**config.mk**
```make
export PLATFORM = sky130hd
export DESIGN_NAME = core_status_regs
export DESIGN_NICKNAME = d
export VERILOG_FILES = /design/src/rtl/core_status_pkg.sv /design/src/rtl/status_sticky_bank.sv /design/src/rtl/status_bus_decode.sv /design/src/rtl/status_irq_reg.sv /design/src/rtl/core_status_regs.sv
export SDC_FILE = /design/constraint.sdc
export NUM_CORES = 1
export LEC_CHECK = 0
export BUFFER_PORTS_ARGS = -buffer_cell sky130_fd_sc_hd__buf_4
export CAP_MARGIN = 20
export CORE_MARGIN = 3
export CORE_UTILIZATION = 30
export DETAILED_ROUTE_END_ITERATION = 8
export PLACE_DENSITY = 0.69
export SETUP_SLACK_MARGIN = 0.5
export SYNTH_ARGS = -nofsm -noshare
export SYNTH_HDL_FRONTEND = slang
export SYNTH_SLANG_ARGS = --single-unit
```
**constraint.sdc**
```tcl
create_clock -name clk -period 2.5 [get_ports clk]
set_input_delay 0.125 -clock clk [delete_from_list [all_inputs] [get_ports clk]]
set_output_delay 0.125 -clock clk [all_outputs]
set_load 0.01 [all_outputs]
```
**src/rtl/core_status_pkg.sv**
```systemverilog
package core_status_pkg;
  localparam int ADDR_W       = 4;
  localparam int DATA_W       = 32;
  localparam int BIT_READY    = 0;
  localparam int BIT_VALID    = 1;
  localparam int BIT_VIOL     = 2;
  localparam int HEALTH_LSB   = 24;
  localparam int CTRL_CLR_BIT = 0;
  localparam logic [ADDR_W-1:0] ADDR_STATUS = 4'h0;
  localparam logic [ADDR_W-1:0] ADDR_CTRL   = 4'h1;
endpackage

```
**src/rtl/status_sticky_bank.sv**
```systemverilog
module status_sticky_bank #(
  parameter int W = 1
) (
  input  logic         clk,
  input  logic         rst_n,
  input  logic [W-1:0] set_i,
  input  logic         clr_i,
  output logic [W-1:0] q_o
);
  logic [W-1:0] q_q, q_d;
  logic         q_en;

  // set wins over clear in the same cycle
  always_comb begin
    q_en = clr_i | (|set_i);
    q_d  = (clr_i ? '0 : q_q) | set_i;
  end

  always_ff @(posedge clk or negedge rst_n) begin
    if (!rst_n)    q_q <= '0;
    else if (q_en) q_q <= q_d;
  end

  assign q_o = q_q;

  for (genvar i = 0; i < W; i++) begin : g_chk
    AST_STICKY_HOLD: assert property (@(posedge clk) disable iff (!rst_n)
      (q_o[i] && !clr_i) |=> q_o[i]);
    AST_SET_WINS: assert property (@(posedge clk) disable iff (!rst_n)
      set_i[i] |=> q_o[i]);
    AST_CLR_DROPS: assert property (@(posedge clk) disable iff (!rst_n)
      (clr_i && !set_i[i]) |=> !q_o[i]);
  end
endmodule

```
**src/rtl/status_bus_decode.sv**
```systemverilog
module status_bus_decode
  import core_status_pkg::*;
(
  input  logic              clk,
  input  logic              rst_n,
  input  logic              cs_i,
  input  logic              we_i,
  input  logic [ADDR_W-1:0] addr_i,
  input  logic [DATA_W-1:0] wdata_i,
  input  logic [DATA_W-1:0] status_i,
  output logic              clr_o,
  output logic [DATA_W-1:0] rdata_o
);
  logic              rd, wr;
  logic [DATA_W-1:0] rdata_d, rdata_q;

  always_comb begin
    rd      = cs_i & ~we_i;
    wr      = cs_i & we_i;
    clr_o   = wr && (addr_i == ADDR_CTRL) && wdata_i[CTRL_CLR_BIT];
    rdata_d = (rd && (addr_i == ADDR_STATUS)) ? status_i : '0;
  end

  always_ff @(posedge clk or negedge rst_n) begin
    if (!rst_n) rdata_q <= '0;
    else        rdata_q <= rdata_d;
  end

  assign rdata_o = rdata_q;

  AST_UNMAPPED_ZERO: assert property (@(posedge clk) disable iff (!rst_n)
    (cs_i && !we_i && addr_i != ADDR_STATUS) |=> rdata_o == '0);
  AST_IDLE_ZERO: assert property (@(posedge clk) disable iff (!rst_n)
    !(cs_i && !we_i) |=> rdata_o == '0);
endmodule

```
**src/rtl/status_irq_reg.sv**
```systemverilog
module status_irq_reg #(
  parameter int W = 4
) (
  input  logic         clk,
  input  logic         rst_n,
  input  logic [W-1:0] flags_i,
  output logic         irq_o
);
  logic irq_q, irq_d;

  always_comb irq_d = |flags_i;

  always_ff @(posedge clk or negedge rst_n) begin
    if (!rst_n) irq_q <= 1'b0;
    else        irq_q <= irq_d;
  end

  assign irq_o = irq_q;

  AST_IRQ_RISE: assert property (@(posedge clk) disable iff (!rst_n)
    (|flags_i) |=> irq_o);
  AST_IRQ_FALL: assert property (@(posedge clk) disable iff (!rst_n)
    !(|flags_i) |=> !irq_o);
endmodule

```
**src/rtl/core_status_regs.sv**
```systemverilog
module core_status_regs
  import core_status_pkg::*;
#(
  parameter int N_HEALTH = 4
) (
  input  logic                clk,
  input  logic                rst_n,
  input  logic                cs_i,
  input  logic                we_i,
  input  logic [ADDR_W-1:0]   addr_i,
  input  logic [DATA_W-1:0]   wdata_i,
  output logic [DATA_W-1:0]   rdata_o,
  input  logic                ready_i,
  input  logic                valid_i,
  input  logic                viol_pulse_i,
  input  logic [N_HEALTH-1:0] health_fail_i,
  output logic                err_irq_o
);
  localparam int HEALTH_MSB = HEALTH_LSB + N_HEALTH - 1;

  logic                rdy_q, vld_q;
  logic                clr;
  logic                viol_q;
  logic [N_HEALTH-1:0] health_q;
  logic [DATA_W-1:0]   status_word;

  always_ff @(posedge clk or negedge rst_n) begin
    if (!rst_n) begin
      rdy_q <= 1'b0;
      vld_q <= 1'b0;
    end else begin
      rdy_q <= ready_i;
      vld_q <= valid_i;
    end
  end

  status_sticky_bank #(.W(1)) u_viol (
    .clk(clk), .rst_n(rst_n), .set_i(viol_pulse_i), .clr_i(clr), .q_o(viol_q)
  );

  status_sticky_bank #(.W(N_HEALTH)) u_health (
    .clk(clk), .rst_n(rst_n), .set_i(health_fail_i), .clr_i(clr), .q_o(health_q)
  );

  status_irq_reg #(.W(N_HEALTH)) u_irq (
    .clk(clk), .rst_n(rst_n), .flags_i(health_q), .irq_o(err_irq_o)
  );

  always_comb begin
    status_word                        = '0;
    status_word[BIT_READY]             = rdy_q;
    status_word[BIT_VALID]             = vld_q;
    status_word[BIT_VIOL]              = viol_q;
    status_word[HEALTH_MSB:HEALTH_LSB] = health_q;
  end

  status_bus_decode u_dec (
    .clk(clk), .rst_n(rst_n), .cs_i(cs_i), .we_i(we_i), .addr_i(addr_i),
    .wdata_i(wdata_i), .status_i(status_word), .clr_o(clr), .rdata_o(rdata_o)
  );

  AST_HEALTH_NOT_VIOL: assert property (@(posedge clk) disable iff (!rst_n)
    ((|health_fail_i) && !viol_pulse_i && !viol_q) |=> !viol_q);
  AST_STATUS_WR_IGNORED: assert property (@(posedge clk) disable iff (!rst_n)
    (cs_i && we_i && addr_i == ADDR_STATUS && !viol_pulse_i && !viol_q) |=> !viol_q);
  AST_RDY_TRACK: assert property (@(posedge clk) disable iff (!rst_n)
    ready_i |=> rdy_q);
endmodule

```
* Yosys cells after proc, flatten, opt, wreduce, memory -nomap -nowiden *
Cells that the tools add are included.

operators by class
  add/subtract/negate cells = 0
  multiply operators = 0
  div/mod/pow operators = 0
  magnitude comparators = 0
  equal/unequal tests = 1
  shift-type cells = 0
  multiplexer cells = 3
  bitwise logic cells = 7
  reduce and logical (&&, ||, !) cells = 6

operator list
  cell                                                  count
  2-to-1 mux 28 bit                                     1
  OR reduction 4 bit                                    2
  equality test 4 x 1 -> 1 bit (second input constant)  1
  logical NOT 4 bit                                     1
  2-to-1 mux 4 bit                                      1
  bitwise OR 4 bit                                      1
  logical AND 1 bit                                     3
  bitwise OR 1 bit                                      3
  AND 1 bit                                             2
  2-to-1 mux 1 bit                                      1
  NOT 1 bit                                             1

word-level totals
  register bits = 40
  bits in latches = 0
  bits in writable memories = 0
  ROM bits = 0
  bits of input ports = 47
  word-level logic and storage cells = 23
  memories = 0

* Logic depth before layout (Yosys ltp) *
Gate-level depths: netlist of run 1.

  depth in word-level cells = 5
  gate-level depth with buffers = 3
  mapped depth without buffers = 2

* Hierarchy *
A second synthesis of run 1 with hierarchy kept.

unflattened totals
  cell total of the unflattened synthesis = 90
  area, all modules = 1342.5 µm²

by module, submodules not included
  module                          instances  cells each  area each (µm²)
  status_bus_decode               1          73          1086.0
  status_sticky_bank at u_health  1          9           133.9
  core_status_regs                1          3           53.8
  status_sticky_bank at u_viol    1          3           36.3
  status_irq_reg                  1          2           32.5

* Least setup slack after synthesis of run 1 *
Ideal clock, no wire load.

  path kind = input-to-reg
  start point = in addr_i[1]
  end point = reg u_dec.rdata_q[1], in the netlist u_dec.rdata_o[1]
  setup time = 95 ps
  arrival time = 1045 ps
  required time = 2405 ps
  path slack = 1359 ps
  stages on the path = 3
  buffers on the path = 1
  cell sequence = or4b_4 > buf_6 > nor4b_4

between the ends
  word-level cells in the longest chain between the ends = 3

ends and longest elaborated chain
  what                        line                     source
  from (decl)                 core_status_regs.sv:10   input logic [ADDR_W-1:0] addr_i,
  logical NOT 4 bit           status_bus_decode.sv:21  rdata_d = (rd && (addr_i == ADDR_STATUS)) ? status_i : '0;
  logical AND 1 bit           status_bus_decode.sv:21
  2-to-1 mux 28 bit           status_bus_decode.sv:21
  named net u_dec.rdata_d[1]  status_bus_decode.sv:15  logic [DATA_W-1:0] rdata_d, rdata_q;
  to (signal assigned)        status_bus_decode.sv:26  else rdata_q <= rdata_d;
  to (decl)                   status_bus_decode.sv:15

The timed path passes the listed nets, and every way through them passes these cells.
A chain may end at the register's enable or synchronous reset.

* Worst setup path after layout of run 1 *
  start point = in addr_i[1]
  end point = reg u_dec.rdata_q[0], in the netlist u_dec.rdata_o[0]

The elaborated chain is that of the path after synthesis.

==> results of run 1 <==
## power groups by stage
stage               clock [mW]  sequential, mW  combinational (mW)
floorplan                    0           0.252              0.0616
global placement             0           0.251              0.0598
detailed placement           0           0.252              0.0605
CTS                      0.141           0.247              0.0643
global route             0.156           0.247              0.0711
finish                   0.134           0.247              0.0648
## final timing paths
kind,start,to,slack (ns)
worst max-delay path,addr_i[1],u_dec.rdata_o[0],1.45
worst min-delay path,health_fail_i[3],u_health.q_o[3],0.08
worst max register to register,u_health.q_o[2],u_irq.irq_o,1.46
worst min register to register,u_health.q_o[3],u_irq.irq_o,0.50
max in group asynchronous,rst_n,rdy_q,2.10
min in group asynchronous,rst_n,u_irq.irq_o,0.23
## routing by layer
| layer | GRT usage | routed length, um |
|---|---|---|
| met5 | 0 | 0 |
| met4 | 0.0397 | 0 |
| met3 | 0.0334 | 202 |
| met2 | 0.123 | 644 |
| met1 | 0.110 | 542 |
## cell usage in the layout (no fill, tap or decap)
cell type | synthesis | layout
or4_1 | 1 | 1
clkbuf_4 | 0 | 3
or4b_4 | 1 | 1
nor4b_4 | 3 | 3
conb_1 | 1 | 25
buf_4 | 25 | 23
dfrtp_1 | 15 | 15
dlygate4sd3_1 | 0 | 3
nor4b_1 | 2 | 2
nor4b_2 | 2 | 2
nand4b_1 | 5 | 5
clkbuf_1 | 0 | 1
o22a_2 | 5 | 5
## registers in the layout, indices dropped and copies added (netlist names)
| name | cells |
|---|---|
| u_viol.q_o | 1 |
| vld_q | 1 |
| u_irq.irq_o | 1 |
| u_dec.rdata_o | 7 |
| rdy_q | 1 |
| u_health.q_o | 4 |
## metrics by stage
step | power [mW] | hold WS (ns) | cells | worst slack, ns
after global routing | 0.475 | 0.0504 | 119 | 1.35
after detailed placement | 0.312 | -0.00919 | 112 | 1.12
after global placement | 0.311 | -0.0148 | 112 | 1.18
after CTS | 0.452 | 0.0683 | 119 | 1.42
final | 0.445 | 0.0761 | 119 | 1.45
after floorplan | 0.313 | -0.171 | 87 | 1.36
## area by class of cell
type | count | area share
Tap cell | 30 | 0.0387
Sequential cell | 15 | 0.387
Multi-Input combinational cell | 44 | 0.338
Clock buffer | 4 | 0.0271
Timing Repair Buffer | 26 | 0.209
## cell families (layout without fill, tap and decap cells)
logic type | count (synthesis) | after routing | synth area share
simple gates | 14 | 14 | 0.224
other cells | 1 | 25 | 0.00458
compound gates | 5 | 5 | 0.0611
flops | 15 | 15 | 0.458
buf+inv | 28 | 30 | 0.252
## what timing repair did
item / CTS / global route
endpoints found under the setup margin: 0 / 0
resized for setup: 0 / 0
endpoints found under the hold margin: 17 / 0
hold buffers: 3 / 0
==> metrics.txt, run 1 <==
number of max-cap violations=0; CP Launch Type=input pin; Post-layout nets=~140; signed area change from the synthesized netlist to the final layout=18.3%; initial cell density of the core=0.322; max-slew violation count=0; synthesized area=roughly 820 um2; area of the multi-input gates=about 330 um2; maximum achievable frequency=about 950 MHz; fraction of power consumed by sequential logic=0.554; TritonCTS clock tree=yes; Pre-antenna DRT Iters=4; initial detailed-routing violation count=17; Die Y=slightly below 60 um; total global-route track usage=0.0848; Clock Skews=~0.0017 ns; LEAKAGE=roughly 0.45 nW; WP buf/inv=1; number of vias after detailed routing=488; type of element capturing the critical path=register; deepest level of the CTS H-tree=1; cell count of the worst reg-to-reg path=1; Die Span X=58.3 um; Post-synth EDFFs=0; Clock Power Share=0.300; most area-consuming cells after synthesis=dfrtp_1 46%, buf_4 23%, nor4b_4 8.7%, o22a_2 6.1%, nand4b_1 5.3%; number of global-route vias before repair=452; combined flip-flop and latch cell area=375 um2; combinational share of power=0.146; Congestion Overflow GR=0; cell class contributing the biggest share of worst-path delay=simple AND/OR/NAND/NOR gates; wirelength, routed=1.39 mm; Req. time, crit path=roughly 2.7 ns; clock-pin transition on the worst setup and hold timing paths=roughly 0.08 ns; CP max FO=12; run status=complete, no violations; NetSw=around 0.11 mW; Pwr Density=approximately 460 nW/um2; Worst IR Drop VDD=0.280 mV; DR WL/cell=roughly 12 um; fillers=254; estimated wirelength of the detail-placed design=about 1.0 mm; clk root buf=clkbuf_4; placement row count=18; vias per cell=between 4 and 5; type of the setup path with the least slack=input pin to register; main flop type after synthesis=dfrtp_1; delay of the slowest cell on the worst path=about 0.66 ns; per-instance average area after synthesis=13.0 um2; CP max-delay cell=or4b_4; number of clock buffers inserted by TritonCTS=3; sequential share of the synthesized area=0.458; final non-filler cell area=a little under 1000 um2; diodes inserted=0; Setup Fix Bufs, Post-CTS=0; first-pass GRT wire length=~2.2 mm; area inside the core boundary=2540 um2; RD Place Congestion=around 0.68; flip-flop and latch count after synthesis=15; area leader, netlist=dfrtp_1; unrepaired setup endpoints after global routing=no; Hold WC Path Type=input pin to register; Setup TNS=0 ns; design internal power=roughly 0.33 mW; final count of negative-setup-slack endpoints=0; Sw Share=0.253; fin crit share=0.421; initial antenna violation count=0; IO Port Bufs=23; async set or reset register ratio after synthesis=1.00; Critical Path Stages=3; most instantiated cells after synthesis=25 x buf_4, 15 x dfrtp_1, 5 x nand4b_1, 5 x o22a_2, 3 x nor4b_4; die area=about 3400 um2; placed standard-cell area=around 910 um2; final-report hold violation count=0; remaining number of nets flagged by the antenna check after routing=0; buffer levels on the longest clock path=2; endpoint arrival time on the critical path=about 1.2 ns; Remaining DRCs=0; post-route core utilization=0.381; most numerous cell in the Yosys netlist=buf_4; pin count of the biggest net entering global routing=16; sequence of cells on the critical path=buf_4 -> or4b_4 -> nor4b_1; Distinct cells, synth=12; share of post-route cells with drive strength above 1=0.416; area share of the leading cell type in the synthesized netlist=0.458; I/O pins=80; Min-Delay Path Depth=2; number of warning messages in the yosys log=0; Final Critical Period=approximately 1.1 ns; clock latency on the worst-skew pair=between 0.2 and 0.3 ns; number of instances in the synthesized netlist=63; clock net sink count=15
No activity file was read; power rests on OpenSTA's default activity.
==> run 2, diff against run 1 <==
--- a/config.mk
+++ b/config.mk
@@ -10,7 +10,7 @@
 export CORE_MARGIN = 3
 export CORE_UTILIZATION = 30
 export DETAILED_ROUTE_END_ITERATION = 8
-export PLACE_DENSITY = 0.69
+export PLACE_DENSITY = 0.71
 export SETUP_SLACK_MARGIN = 0.5
 export SYNTH_ARGS = -nofsm -noshare
 export SYNTH_HDL_FRONTEND = slang
==> constraint.sdc (replaced) <==
create_clock -name clk -period 0.86 [get_ports clk]
set_input_delay 0.043 -clock clk [delete_from_list [all_inputs] [get_ports clk]]
set_output_delay 0.043 -clock clk [all_outputs]
set_load 0.01 [all_outputs]
==> run 2 against run 1 <==
Net effect:
- the flow now finishes with violations (hold timing, setup timing)
- global-route usage grew 2.1 points
- clock skew grew 0.0041 ns
- sequential cell count is the same
- wire length grew 26%
- core utilization grew 5.3 points
- sequential power grew to 2.9 times the previous value
- register-to-register slack lost 1.6 ns
- cell area grew 14%
- total power grew to 3.0 times the previous value
- setup slack lost 1.6 ns
- critical path depth shrank 2
- critical path type is now register to register
- critical endpoint is now u_irq.irq_o
==> metrics.txt, run 2 (synthesized netlist as in run 1, its figures left out) <==
area of the multi-input gates=around 380 um2; estimated wirelength of the detail-placed design=about 1.2 mm; Sw Share=0.272; final non-filler cell area=1100 um2; Clock Power Share=0.300; Congestion Overflow GR=0; Hold WC Path Type=input pin to register; highest-count cells in the layout ignoring fill and taps=25 x conb_1, 15 x buf_6, 15 x dfrtp_1; fin crit share=1.20; unrepaired setup endpoints after global routing=yes; number of cells after detailed placement=116; hold-fix buffers at CTS=1; clock net sink count=15; combinational share of power=0.160; number of vias after detailed routing=between 500 and 600; RD Place Congestion=0.660; endpoint arrival time on the critical path=1.19 ns; CP Launch Type=register; pin count of the biggest net entering global routing=16; most common cell after layout, fill and taps aside=conb_1; Remaining DRCs=0; delay of the slowest cell on the worst path=about 0.52 ns; post-route core utilization=0.434; Pwr Density=roughly 1200 nW/um2; Die Y=roughly 58 um; I/O pins=80; die area=~3400 um2; number of max-cap violations=0; max-slew violation count=0; initial detailed-routing violation count=14; fraction of power consumed by sequential logic=0.540; first-pass GRT wire length=about 2.6 mm; wirelength, routed=1.75 mm; Pre-antenna DRT Iters=4; Largest register FFs=7; NetSw=0.361 mW; sequence of cells on the critical path=or4_1; run status=finished with violations; Final Critical Period=roughly 1.0 ns; deepest level of the CTS H-tree=1; placement row count=18; signed area change from the synthesized netlist to the final layout=34.8%; placed standard-cell area=roughly 940 um2; LEAKAGE=between 0.5 and 0.6 nW; remaining number of nets flagged by the antenna check after routing=0; WP buf/inv=0; share of post-route cells with drive strength above 1=0.500; final count of negative-setup-slack endpoints=3; WHS=-0.140 ns; Worst IR Drop VDD=~0.7 mV; design internal power=0.968 mW; vias per cell=between 4 and 5; clock latency on the worst-skew pair=0.28 ns; Req. time, crit path=between 1 and 1.5 ns; Clock Skews=around 0.0057 ns; buffer levels on the longest clock path=2; CP max-delay cell=or4_1; IO Port Bufs=23; CP max FO=2; Final WS setup=-0.175 ns; clk root buf=clkbuf_4; type of element capturing the critical path=register; final-report hold violation count=5; clock-pin transition on the worst setup and hold timing paths=~0.09 ns; fin cells=124; Die Span X=58.3 um; total global-route track usage=0.106; Worst R2R Setup Slack=-0.18 ns; fillers=between 200 and 250; cell class contributing the biggest share of worst-path delay=simple AND/OR/NAND/NOR gates; maximum achievable frequency=around 970 MHz; DR WL/cell=14.1 um; diodes inserted=0; Power, Total=around 1.3 mW; type of the setup path with the least slack=register to register; Post-layout nets=about 140; violated checks=hold timing, setup timing; number of clock buffers inserted by TritonCTS=3; number of global-route vias before repair=between 500 and 600; area inside the core boundary=roughly 2500 um2; initial cell density of the core=0.322; combined flip-flop and latch cell area=375 um2; TritonCTS clock tree=yes; initial antenna violation count=0
[run 2: cell types whose count changed in the layout (fill, tap and decap cells not counted)]
cell           previous run  this run
buf_4                    23        14
buf_6                     0        15
clkbuf_1                  1         0
clkinv_2                  0         1
dlygate4sd3_1             3         1
nor4b_1                   2         0
nor4b_2                   2         1
nor4b_4                   3         6
or4b_4                    1         2
[run 2: layout make-up]
| class | count | share of cell area |
|---|---|---|
| clock inverters | 1 | 0.00453 |
| clock buffers | 3 | 0.0204 |
| well taps | 30 | 0.0340 |
| repair buffers | 30 | 0.257 |
| flip-flops and latches | 15 | 0.340 |
| multi-input cells | 45 | 0.344 |
[run 2: worst paths after layout]
| check | start | end | depth (start not counted) |
|---|---|---|---|
| min in group asynchronous | rst_n | u_health.q_o[2] | 2 |
| hold / removal | ready_i | rdy_q | 1 |
| max in group asynchronous | rst_n | u_dec.rdata_o[24] | 2 |
| hold reg to reg | u_health.q_o[0] | u_irq.irq_o | 1 |
| setup reg to reg | u_health.q_o[0] | u_irq.irq_o | 1 |
| setup / recovery | u_health.q_o[0] | u_irq.irq_o | 1 |
[run 2: what timing repair did]
item,CTS,global route
buffers inserted,1,1
hold endpoints to repair,22,7
pin swaps,1,6
gates cloned,1,0
setup endpoints to repair,21,21
gates resized for setup,16,5
[run 2: power by group through the flow]
stage	Combinational, mW	Clock, mW	Sequential, mW
2_1_floorplan	0.181	0	0.732
3_3_place_gp	0.177	0	0.731
3_5_place_dp	0.180	0	0.731
4_1_cts	0.204	0.407	0.717
5_1_grt	0.227	0.451	0.719
6_report	0.213	0.399	0.718
[run 2: layer usage]
layer | up-vias | part of all wire | track usage
met5 | - | 0 | 0
met4 | 0 | 0.013 | 0.0596
met3 | 4 | 0.11 | 0.0245
met2 | 42 | 0.50 | 0.183
met1 | 272 | 0.38 | 0.117
li1 | 239 | - | -
[run 2: through the flow]
step,hold WS [ns],setup slack [ns],TNS (ns)
6_report,-0.140,-0.175,-0.340
5_1_grt,-0.162,-0.201,-0.573
4_1_cts,-0.145,-0.154,-0.232
3_5_place_dp,-0.0940,-0.424,-3.82
3_3_place_gp,-0.0975,-0.341,-3.58
2_1_floorplan,-0.253,-0.172,-1.99
==> run 3, diff against run 2 <==
--- a/config.mk
+++ b/config.mk
@@ -11,7 +11,7 @@
 export CORE_UTILIZATION = 30
 export DETAILED_ROUTE_END_ITERATION = 8
 export PLACE_DENSITY = 0.71
-export SETUP_SLACK_MARGIN = 0.5
+export SETUP_SLACK_MARGIN = 0.3
 export SYNTH_ARGS = -nofsm -noshare
 export SYNTH_HDL_FRONTEND = slang
 export SYNTH_SLANG_ARGS = --single-unit
==> run 3 against run 2 <==
Net effect:
- the flow finishes with violations (setup timing)
- first-iteration DRC count shrank 21%
- final cell count rose by 1.6%
- clock power fell by 2%
- global-route usage is 0.28 points higher
- critical endpoint unchanged
==> metrics.txt, run 3 (synthesized netlist as in run 1, its figures left out) <==
LEAKAGE=roughly 0.52 nW; vias per cell=4.31; delay of the slowest cell on the worst path=roughly 0.50 ns; number of clock buffers inserted by TritonCTS=3; Die Span X=approximately 60 um; sequence of cells on the critical path=or4_1; initial antenna violation count=0; CP max FO=2; Sw Share=0.267; Pre-antenna DRT Iters=6; Clock Skews=0.00455 ns; wirelength, routed=~1.8 mm; Final WS setup=-0.169 ns; area inside the core boundary=roughly 2500 um2; type of element capturing the critical path=register; Post-layout nets=144; hold-fix buffers at CTS=3; NetSw=0.355 mW; Remaining DRCs=0; final-report hold violation count=0; diodes inserted=0; Pwr Density=~1200 nW/um2; violated checks=setup timing; initial detailed-routing violation count=11; buffer levels on the longest clock path=2; type of the setup path with the least slack=register to register; clock net sink count=15; I/O pins=80; remaining number of nets flagged by the antenna check after routing=0; pin count of the biggest net entering global routing=16; Hold WC Path Type=input pin to register; fillers=roughly 240; Congestion Overflow GR=0; RD Place Congestion=approximately 0.66; share of post-route cells with drive strength above 1=0.490; max-slew violation count=0; Req. time, crit path=1.01 ns; deepest level of the CTS H-tree=1; number of max-cap violations=0; final count of negative-setup-slack endpoints=3; clock latency on the worst-skew pair=~0.28 ns; Clock Power Share=0.294; endpoint arrival time on the critical path=roughly 1.2 ns; Die Y=58.3 um; run status=finished with violations; estimated wirelength of the detail-placed design=around 1.2 mm; signed area change from the synthesized netlist to the final layout=37.3%; CP Launch Type=register; CP max-delay cell=or4_1; DR WL/cell=~14 um; cell class contributing the biggest share of worst-path delay=simple AND/OR/NAND/NOR gates; fin crit share=1.20; design internal power=about 0.97 mW; IO Port Bufs=23; initial cell density of the core=0.322; clock-pin transition on the worst setup and hold timing paths=0.09 ns; most common cell after layout, fill and taps aside=conb_1; WP buf/inv=0; combinational share of power=0.166; clk root buf=clkbuf_4; WHS=between 0.0003 and 0.0004 ns; number of global-route vias before repair=569; first-pass GRT wire length=2.65 mm; placement row count=18; Final Critical Period=just over 1 ns; die area=3390 um2; total global-route track usage=0.108; number of vias after detailed routing=between 500 and 600; unrepaired setup endpoints after global routing=yes; Worst IR Drop VDD=about 0.70 mV; Largest register FFs=7; fraction of power consumed by sequential logic=0.540; maximum achievable frequency=between 900 and 1000 MHz; TritonCTS clock tree=yes; highest-count cells in the layout ignoring fill and taps=25 x conb_1, 15 x buf_6, 15 x dfrtp_1; post-route core utilization=0.442
==> run 3: changes by cell type in the layout (fill, tap and decap cells not counted) <==
cell	previous run	this run
dlygate4sd3_1	1	3
==> run 3: layout make-up <==
type | instances | area, um2 | share of cell area
Clock buffer | 3 | 22.5 | 0.0200
Clock inverter | 1 | 5.00 | 0.00445
Tap cell | 30 | 37.5 | 0.0334
Multi-Input combinational cell | 45 | 380 | 0.338
Timing Repair Buffer | 32 | 304 | 0.270
Sequential cell | 15 | 375 | 0.334
==> run 3: path summary, 6_finish.rpt <==
check / startpoint / to / slack (ns) / depth (start not counted)
setup / recovery: u_health.q_o[1] / u_irq.irq_o / -0.17 / 1
hold / removal: health_fail_i[0] / u_health.q_o[0] / 0.0004 / 2
setup reg to reg: u_health.q_o[1] / u_irq.irq_o / -0.17 / 1
hold reg to reg: u_health.q_o[0] / u_irq.irq_o / 0.49 / 1
max in group asynchronous: rst_n / u_dec.rdata_o[24] / 0.54 / 2
min in group asynchronous: rst_n / u_health.q_o[2] / 0.15 / 2
==> run 3: layer usage <==
metal / GRT usage / vias to the layer above / wire length, um
li1: - / 243 / -
met1: 0.118 / 266 / 652
met2: 0.191 / 32 / 921
met3: 0.0245 / 2 / 172
met4: 0.0596 / 0 / 17
met5: 0 / - / 0
==> run 3: power groups by stage <==
stage	clock (mW)	combinational (mW)	sequential, mW
3_3_place_gp	0	0.177	0.731
2_1_floorplan	0	0.181	0.732
6_report	0.391	0.220	0.718
4_1_cts	0.407	0.212	0.717
3_5_place_dp	0	0.180	0.731
5_1_grt	0.451	0.235	0.719
==> run 3: through the flow <==
step                total power, mW  setup slack, ns  TNS, ns  cells  area, um2
global route                   1.41           -0.200   -0.570    126       1120
floorplan                     0.912           -0.172    -1.99     87        913
CTS                            1.34           -0.154   -0.232    125       1090
global placement              0.907           -0.341    -3.58    116        943
finish                         1.33           -0.169   -0.330    126       1120
detailed placement            0.911           -0.424    -3.82    116        943
==> run 3: repair_timing <==
item / in CTS / in global routing
hold endpoints to repair: 22 / 5
pin swaps: 1 / 6
gates resized for setup: 16 / 5
buffers inserted: 1 / 1
gates cloned: 1 / 0
setup endpoints to repair: 21 / 21
